$ cat src/rtl/filt_pkg.sv
package filt_pkg;
  localparam logic [31:0] CRC_POLY = 32'h04C11DB7;
  localparam logic [31:0] CRC_SEED = 32'hFFFF_FFFF;
  // packed mode flags held by the filter
  localparam int MB_BC  = 0;  // written from data bit 2
  localparam int MB_MC  = 1;  // written from data bit 3
  localparam int MB_ALL = 2;  // written from data bit 4

  function automatic logic [31:0] crc_byte(input logic [31:0] c, input logic [7:0] d);
    logic [31:0] r;
    logic fb;
    r = c;
    for (int i = 0; i < 8; i++) begin
      fb = r[31] ^ d[i];
      r  = {r[30:0], 1'b0};
      if (fb) r = r ^ CRC_POLY;
    end
    return r;
  endfunction
endpackage

$ cat src/rtl/filt_cfg.sv
module filt_cfg #(
  parameter int ADDR_BYTES = 6,
  parameter int HASH_BYTES = 8,
  parameter int CFG_AW     = 4,
  parameter int MODE_ADDR  = 15
) (
  input  logic                    clk,
  input  logic                    rst,
  input  logic                    cfg_we,
  input  logic [CFG_AW-1:0]       cfg_addr,
  input  logic [7:0]              cfg_wdata,
  input  logic                    freeze,
  output logic [ADDR_BYTES*8-1:0] act_sta,
  output logic [HASH_BYTES*8-1:0] act_hash,
  output logic [2:0]              act_mode
);
  localparam int STA_W  = ADDR_BYTES * 8;
  localparam int HASH_W = HASH_BYTES * 8;

  logic [STA_W-1:0]  sta_q, sta_n;
  logic [HASH_W-1:0] hash_q, hash_n;
  logic [2:0]        mode_q, mode_n;

  always_comb begin
    sta_n  = sta_q;
    hash_n = hash_q;
    mode_n = mode_q;
    if (cfg_we) begin
      for (int k = 0; k < ADDR_BYTES; k++)
        if (cfg_addr == CFG_AW'(k)) sta_n[8*k +: 8] = cfg_wdata;
      for (int k = 0; k < HASH_BYTES; k++)
        if (cfg_addr == CFG_AW'(ADDR_BYTES + k)) hash_n[8*k +: 8] = cfg_wdata;
      if (cfg_addr == CFG_AW'(MODE_ADDR))
        mode_n = {cfg_wdata[4], cfg_wdata[3], cfg_wdata[2]};
    end
  end

  always_ff @(posedge clk) begin
    if (rst) begin
      sta_q    <= '0;
      hash_q   <= '0;
      mode_q   <= '0;
      act_sta  <= '0;
      act_hash <= '0;
      act_mode <= '0;
    end else begin
      sta_q  <= sta_n;
      hash_q <= hash_n;
      mode_q <= mode_n;
      if (!freeze) begin
        act_sta  <= sta_n;
        act_hash <= hash_n;
        act_mode <= mode_n;
      end
    end
  end
endmodule

$ cat src/rtl/filt_crc.sv
module filt_crc #(
  parameter int IDX_W = 6
) (
  input  logic             clk,
  input  logic             rst,
  input  logic             take,
  input  logic             first,
  input  logic [7:0]       data,
  output logic [IDX_W-1:0] hash_idx
);
  import filt_pkg::*;

  logic [31:0] crc_q, crc_nxt;

  assign crc_nxt  = crc_byte(first ? CRC_SEED : crc_q, data);
  assign hash_idx = crc_nxt[31 -: IDX_W];

  always_ff @(posedge clk) begin
    if (rst)       crc_q <= CRC_SEED;
    else if (take) crc_q <= crc_nxt;
  end
endmodule

$ cat src/rtl/filt_match.sv
module filt_match #(
  parameter int ADDR_BYTES = 6,
  parameter int HASH_BYTES = 8
) (
  input  logic                                clk,
  input  logic                                rst,
  input  logic                                rx_valid,
  input  logic                                rx_sof,
  input  logic [7:0]                          rx_data,
  input  logic [ADDR_BYTES*8-1:0]             act_sta,
  input  logic [HASH_BYTES*8-1:0]             act_hash,
  input  logic [2:0]                          act_mode,
  input  logic [$clog2(HASH_BYTES*8)-1:0]     hash_idx,
  output logic                                take,
  output logic                                first,
  output logic                                freeze,
  output logic                                dec_valid,
  output logic                                dec_accept,
  output logic                                dec_group
);
  import filt_pkg::*;
  localparam int POS_W = $clog2(ADDR_BYTES + 1);

  logic [POS_W-1:0] pos_q, cur;
  logic             last;
  logic [7:0]       sta_b;
  logic             uc_q, bc_q, grp_q;
  logic             uc_n, bc_n, grp_n, hit, acc_n;

  assign first  = rx_valid && rx_sof;
  assign take   = first || (rx_valid && pos_q != '0);
  assign cur    = rx_sof ? '0 : pos_q;
  assign last   = take && (cur == POS_W'(ADDR_BYTES - 1));
  assign freeze = first || (pos_q != '0);

  always_comb begin
    sta_b = '0;
    for (int k = 0; k < ADDR_BYTES; k++)
      if (cur == POS_W'(k)) sta_b = act_sta[8*k +: 8];
  end

  assign uc_n  = (first ? 1'b1 : uc_q) & (rx_data == sta_b);
  assign bc_n  = (first ? 1'b1 : bc_q) & (rx_data == 8'hFF);
  assign grp_n = first ? rx_data[0] : grp_q;
  assign hit   = act_hash[hash_idx];

  always_comb begin
    if (act_mode[MB_ALL])  acc_n = 1'b1;
    else if (bc_n)         acc_n = act_mode[MB_BC];
    else if (grp_n)        acc_n = act_mode[MB_MC] & hit;
    else                   acc_n = uc_n;
  end

  always_ff @(posedge clk) begin
    if (rst) begin
      pos_q      <= '0;
      uc_q       <= 1'b0;
      bc_q       <= 1'b0;
      grp_q      <= 1'b0;
      dec_valid  <= 1'b0;
      dec_accept <= 1'b0;
      dec_group  <= 1'b0;
    end else begin
      dec_valid  <= last;
      dec_accept <= last & acc_n;
      dec_group  <= last & grp_n;
      if (take) begin
        pos_q <= last ? '0 : cur + 1'b1;
        uc_q  <= uc_n;
        bc_q  <= bc_n;
        grp_q <= grp_n;
      end
    end
  end
endmodule

$ cat src/rtl/dest_addr_filter.sv
module dest_addr_filter #(
  parameter int ADDR_BYTES = 6,
  parameter int HASH_BYTES = 8,
  parameter int CFG_AW     = 4,
  parameter int MODE_ADDR  = 15
) (
  input  logic              clk,
  input  logic              rst,
  input  logic              cfg_we,
  input  logic [CFG_AW-1:0] cfg_addr,
  input  logic [7:0]        cfg_wdata,
  input  logic              rx_valid,
  input  logic              rx_sof,
  input  logic [7:0]        rx_data,
  output logic              dec_valid,
  output logic              dec_accept,
  output logic              dec_group
);
  localparam int IDX_W = $clog2(HASH_BYTES * 8);

  logic [ADDR_BYTES*8-1:0] act_sta;
  logic [HASH_BYTES*8-1:0] act_hash;
  logic [2:0]              act_mode;
  logic [IDX_W-1:0]        hash_idx;
  logic                    take, first, freeze;

  filt_cfg #(.ADDR_BYTES(ADDR_BYTES), .HASH_BYTES(HASH_BYTES),
             .CFG_AW(CFG_AW), .MODE_ADDR(MODE_ADDR)) u_cfg (
    .clk(clk), .rst(rst), .cfg_we(cfg_we), .cfg_addr(cfg_addr),
    .cfg_wdata(cfg_wdata), .freeze(freeze), .act_sta(act_sta),
    .act_hash(act_hash), .act_mode(act_mode));

  filt_crc #(.IDX_W(IDX_W)) u_crc (
    .clk(clk), .rst(rst), .take(take), .first(first),
    .data(rx_data), .hash_idx(hash_idx));

  filt_match #(.ADDR_BYTES(ADDR_BYTES), .HASH_BYTES(HASH_BYTES)) u_match (
    .clk(clk), .rst(rst), .rx_valid(rx_valid), .rx_sof(rx_sof),
    .rx_data(rx_data), .act_sta(act_sta), .act_hash(act_hash),
    .act_mode(act_mode), .hash_idx(hash_idx), .take(take), .first(first),
    .freeze(freeze), .dec_valid(dec_valid), .dec_accept(dec_accept),
    .dec_group(dec_group));
endmodule

$ cat config.mk
export PLATFORM = sky130hd
export DESIGN_NAME = dest_addr_filter
export DESIGN_NICKNAME = d
export VERILOG_FILES = /design/src/rtl/filt_pkg.sv /design/src/rtl/filt_cfg.sv /design/src/rtl/filt_crc.sv /design/src/rtl/filt_match.sv /design/src/rtl/dest_addr_filter.sv
export SDC_FILE = /design/constraint.sdc
export NUM_CORES = 1
export LEC_CHECK = 0
export ABC_CLOCK_PERIOD_IN_PS = 3500
export BUFFER_PORTS_ARGS = -buffer_cell sky130_fd_sc_hd__buf_2
export CORE_MARGIN = 1.5
export CORE_UTILIZATION = 56
export CTS_CLUSTER_SIZE = 28
export DETAILED_ROUTE_END_ITERATION = 7
export PLACE_DENSITY = 0.86
export SETUP_SLACK_MARGIN = 0.3
export SKIP_LAST_GASP = 1
export SLEW_MARGIN = 5
export SYNTH_ARGS = -nofsm -noshare
export SYNTH_HDL_FRONTEND = slang
export SYNTH_HIERARCHICAL = 1
export SYNTH_SLANG_ARGS = --single-unit
$ cat constraint.sdc
create_clock -name clk -period 3.5 [get_ports clk]
set_clock_uncertainty 0.1 [all_clocks]
set_input_delay 0.7 -clock clk [delete_from_list [all_inputs] [get_ports clk]]
set_output_delay 0.7 -clock clk [all_outputs]
set_load 0.03 [all_outputs]
==> results.py <==
metrics = {
    "floorplan": {
        "core_area_sq_um": 21960,
        "initial_core_util": 0.5729,
        "rows": 54,
        "pin_count": 28,
        "die_area_sq_um": 23370,
        "die_height_microns": 152.9,
        "dieWidth_microns": 152.9,
    },
    "placed_design": {
        "port_buffers": 27,
        "post-place-ws_ns": -0.3133,
        "gp_congestion": 0.9521,
        "dp.final_hpwl_microns": 21580,
    },
    "sta": {
        "worst_pin_slew_ns": 0.9691,
        "setup_ws_ns": 0.3449,
        "final.period_utilization": 0.9014,
        "timing.fmax_ghz": 0.3170,
        "tns_ns": 0,
        "drv_slew": 0,
        "setup_violations": 0,
        "min_period_ns": 3.155,
        "grt_setup_unrepaired": "true",
        "hold_viol": 0,
        "maxSlewHeadroom": 0.3539,
        "whs_ns": 0.3771,
    },
    "worst_setup_path": {
        "critPathCaptureType": "register",
        "r2r_cells": 12,
        "r2r_slack_ns": 0.34,
        "cp_max_fo": 6,
        "slowest_delay_ns": 0.51,
        "reg2reg_to": "u_match/dec_accept",
        "critical_path_required_ns": 3.83,
        "cp.arrival_ns": 3.48,
        "r2r-start": "u_crc/crc_q[25]",
        "crit_start": "u_crc/crc_q[25]",
        "path_common_cell": "xnor2_4",
        "cp-start-kind": "register",
        "crit_chain": "xnor2_2, nor2_4, xnor2_4, xnor2_4, xnor2_4, buf_12, mux4_2, mux4_2, o21ai_2, nor4b_1, a211oi_1, o22ai_1",
        "path_class": "reg2reg",
        "cp_slowest_cell": "mux4_2",
        "endpoint": "u_match/dec_accept",
    },
    "synthesis": {
        "syn_area_per_cell_sq_um": 8.953,
        "yosys-top-cells-count": "271 x dfxtp_1, 131 x a21oi_1, 113 x a31oi_1, 113 x o21bai_1, 109 x nand2_1",
        "yosysMostFrequentCell": "dfxtp_1",
        "ys.flop_type": "dfxtp_1",
        "seq_area_frac_synth": 0.4313,
        "syn-num-nets": 1435,
        "synth_top_cell_by_area": "dfxtp_1",
        "ys_ff_latch": 271,
        "synth.distinct_cells": 66,
        "synth_top_cell_area_share": 0.4313,
        "synthesis.area_sq_um": 12580,
        "syn_inst": 1405,
        "synth-edff-count": 0,
        "synth-async-reset-ratio": 0,
        "synth_area_leaders": "dfxtp_1 43%, o21bai_1 6.7%, xnor2_1 6.0%",
        "ys_warn_count": 6,
    },
    "drt": {
        "drt_wl_total_microns": 33450,
        "post-route-drc-count": 7,
        "viasPerCell": 6.409,
        "drtPass1Iterations": 8,
        "drtAntennaViolNets": 0,
        "drtIter0Drc": 1378,
        "avgRoutedWirePerCell_microns": 19.87,
        "vias": 10790,
    },
    "cts": {
        "cts_buffer_depth": 3,
        "ctsHtreeMaxLevel": 1,
        "clk_pin_slew_ns": 0.06,
        "clock_sinks": 271,
        "cts_tree": "done",
        "cts-buffers-inserted": 27,
        "clk_latency_ns": 0.55,
        "cts_hold_buf": 0,
        "cts-root-buf": "clkbuf_16",
    },
    "layout": {
        "drive_gt1_frac": 0.1346,
        "area_delta_synth_final_pct": 11.42,
        "final_util": 0.6383,
        "diodes": 0,
        "nets": 1414,
    },
    "global_route": {
        "grt.overflow.total": 0,
        "grt_pass1_vias": 9983,
        "antenna_found_initial": 0,
        "grt_first_pass_wirelength_microns": 52830,
        "grt_max_degree": 140,
        "groute.usage.overall": 0.2791,
    },
    "run": {
        "maxCapViolations": 0,
    },
    "power_and_ir_drop": {
        "p_leak_nw": 5.152,
        "vdd_drop_max_v": 0.0004546,
        "p_per_area_nw_per_um2": 615.3,
    },
    "worst_hold_path": {
        "hp-class": "reg2reg",
    },
    "run_status": {
        "failed_checks": "DRC",
        "status": "finished with violations",
    },
}
-- worst max-delay path, delay by kind of cell (launching register included) --
| family | cells | cell delay (ns) |
|---|---|---|
| flip-flops | 1 | 0.33 |
| XOR/XNOR | 4 | 0.79 |
| buffers and inverters | 1 | 0.15 |
| AND/OR/NAND/NOR | 2 | 0.15 |
| AO/OA/AOI/OAI | 3 | 0.51 |
| multiplexers | 2 | 1.00 |
-- cell usage in the layout, fill, tap and decap left out, types with 6 or more instances in the layout --
cell	netlist	routed
dfxtp_1	271	269
a21oi_1	131	131
o21bai_1	113	113
a31oi_1	113	113
nand2_1	109	108
o21ai_0	101	101
xnor2_1	86	78
nor2_1	73	71
buf_4	14	55
o21ai_1	35	34
clkbuf_16	0	27
buf_2	32	26
nand3_1	26	26
xor2_1	21	20
mux4_2	17	17
nor3b_1	11	11
o211ai_1	11	11
and3b_1	10	10
and3_1	10	10
nand3b_1	10	10
xnor2_2	6	10
nor2b_1	9	9
nand2b_1	7	7
nor3_1	7	7
clkbuf_1	75	6
buf_12	0	6
inv_1	7	6
a211o_1	6	6
-- registers in the layout (all words and copies together) (netlist names) --
name / cells
u_cfg/act_hash: 64
u_cfg/hash_q: 64
u_cfg/act_sta: 48
u_cfg/sta_q: 48
u_crc/crc_q: 32
u_cfg/act_mode: 3
u_cfg/mode_q: 3
u_match/pos_q: 3
u_match/bc_q: 1
u_match/dec_accept: 1
u_match/dec_group: 1
u_match/dec_valid: 1
u_match/grp_q: 1
u_match/uc_q: 1
-- cells by family (layout without fill, tap and decap cells) --
group / count (synthesis) / count (layout) / share of synthesized area
and+or+nand+nor: 294 / 294 / 0.1143
xor gates and xnor gates: 117 / 117 / 0.08991
DFF: 271 / 271 / 0.4313
muxes: 23 / 23 / 0.03531
buffers and inverters: 148 / 147 / 0.05610
adders and majority gates: 5 / 5 / 0.004973
AOI/OAI and AO/OA: 547 / 547 / 0.2682
-- power breakdown --
part / switching (mW) / internal, mW
clock: 1.24 / 1.69
sequential: 0.151 / 3.27
combinational: 1.17 / 1.09
-- cell type report --
| class | instances | area [sq um] |
|---|---|---|
| timing repair buffer | 88 | 674.4 |
| tap | 280 | 350.3 |
| multi-input combinational | 986 | 6615 |
| sequential | 271 | 5428 |
| inverter | 10 | 42.54 |
| clock buffer | 38 | 767.0 |
| fill | 1702 | 7943 |
| clock inverter | 11 | 138.9 |
-- how the worst min path moves through the flow --
stage	start	end	slack [ns]	cells after the start
4_1_cts	cfg_wdata[2]	u_cfg/hash_q[34]	0.38	3
3_5_place_dp	u_crc/crc_q[3]	u_crc/crc_q[3]	0.37	1
2_1_floorplan	u_crc/crc_q[3]	u_crc/crc_q[3]	0.34	1
3_3_place_gp	u_crc/crc_q[3]	u_crc/crc_q[3]	0.35	1
6_report	u_crc/crc_q[3]	u_crc/crc_q[3]	0.38	1
5_1_grt	cfg_wdata[2]	u_cfg/hash_q[34]	0.39	3
-- per-stage QoR --
step | power [mW] | area (sq um) | instances
5_1_grt | 8.958 | 14020 | 1684
3_5_place_dp | 5.564 | 13000 | 1631
4_1_cts | 8.577 | 13970 | 1682
3_3_place_gp | 5.501 | 13000 | 1631
2_1_floorplan | 5.102 | 12690 | 1405
6_report | 8.625 | 14020 | 1684
-- layer usage --
metal | vias to the layer above | GRT usage | routed length (microns)
li1 | 5024 | - | -
met1 | 5111 | 0.3828 | 13780
met2 | 545 | 0.4366 | 15130
met3 | 112 | 0.04395 | 2993
met4 | 0 | 0.1242 | 1550
met5 | - | 0 | 0
-- timing repair --
| item | 4_1_cts | 5_1_grt |
|---|---|---|
| endpoints found under the setup margin | 1 | 2 |
| pin swaps | 2 | 6 |
| buffers inserted | 2 | 2 |
| endpoints found under the hold margin | 0 | 0 |
| resized for setup | 5 | 7 |
Note: power is estimated with default switching activity, not from simulation.
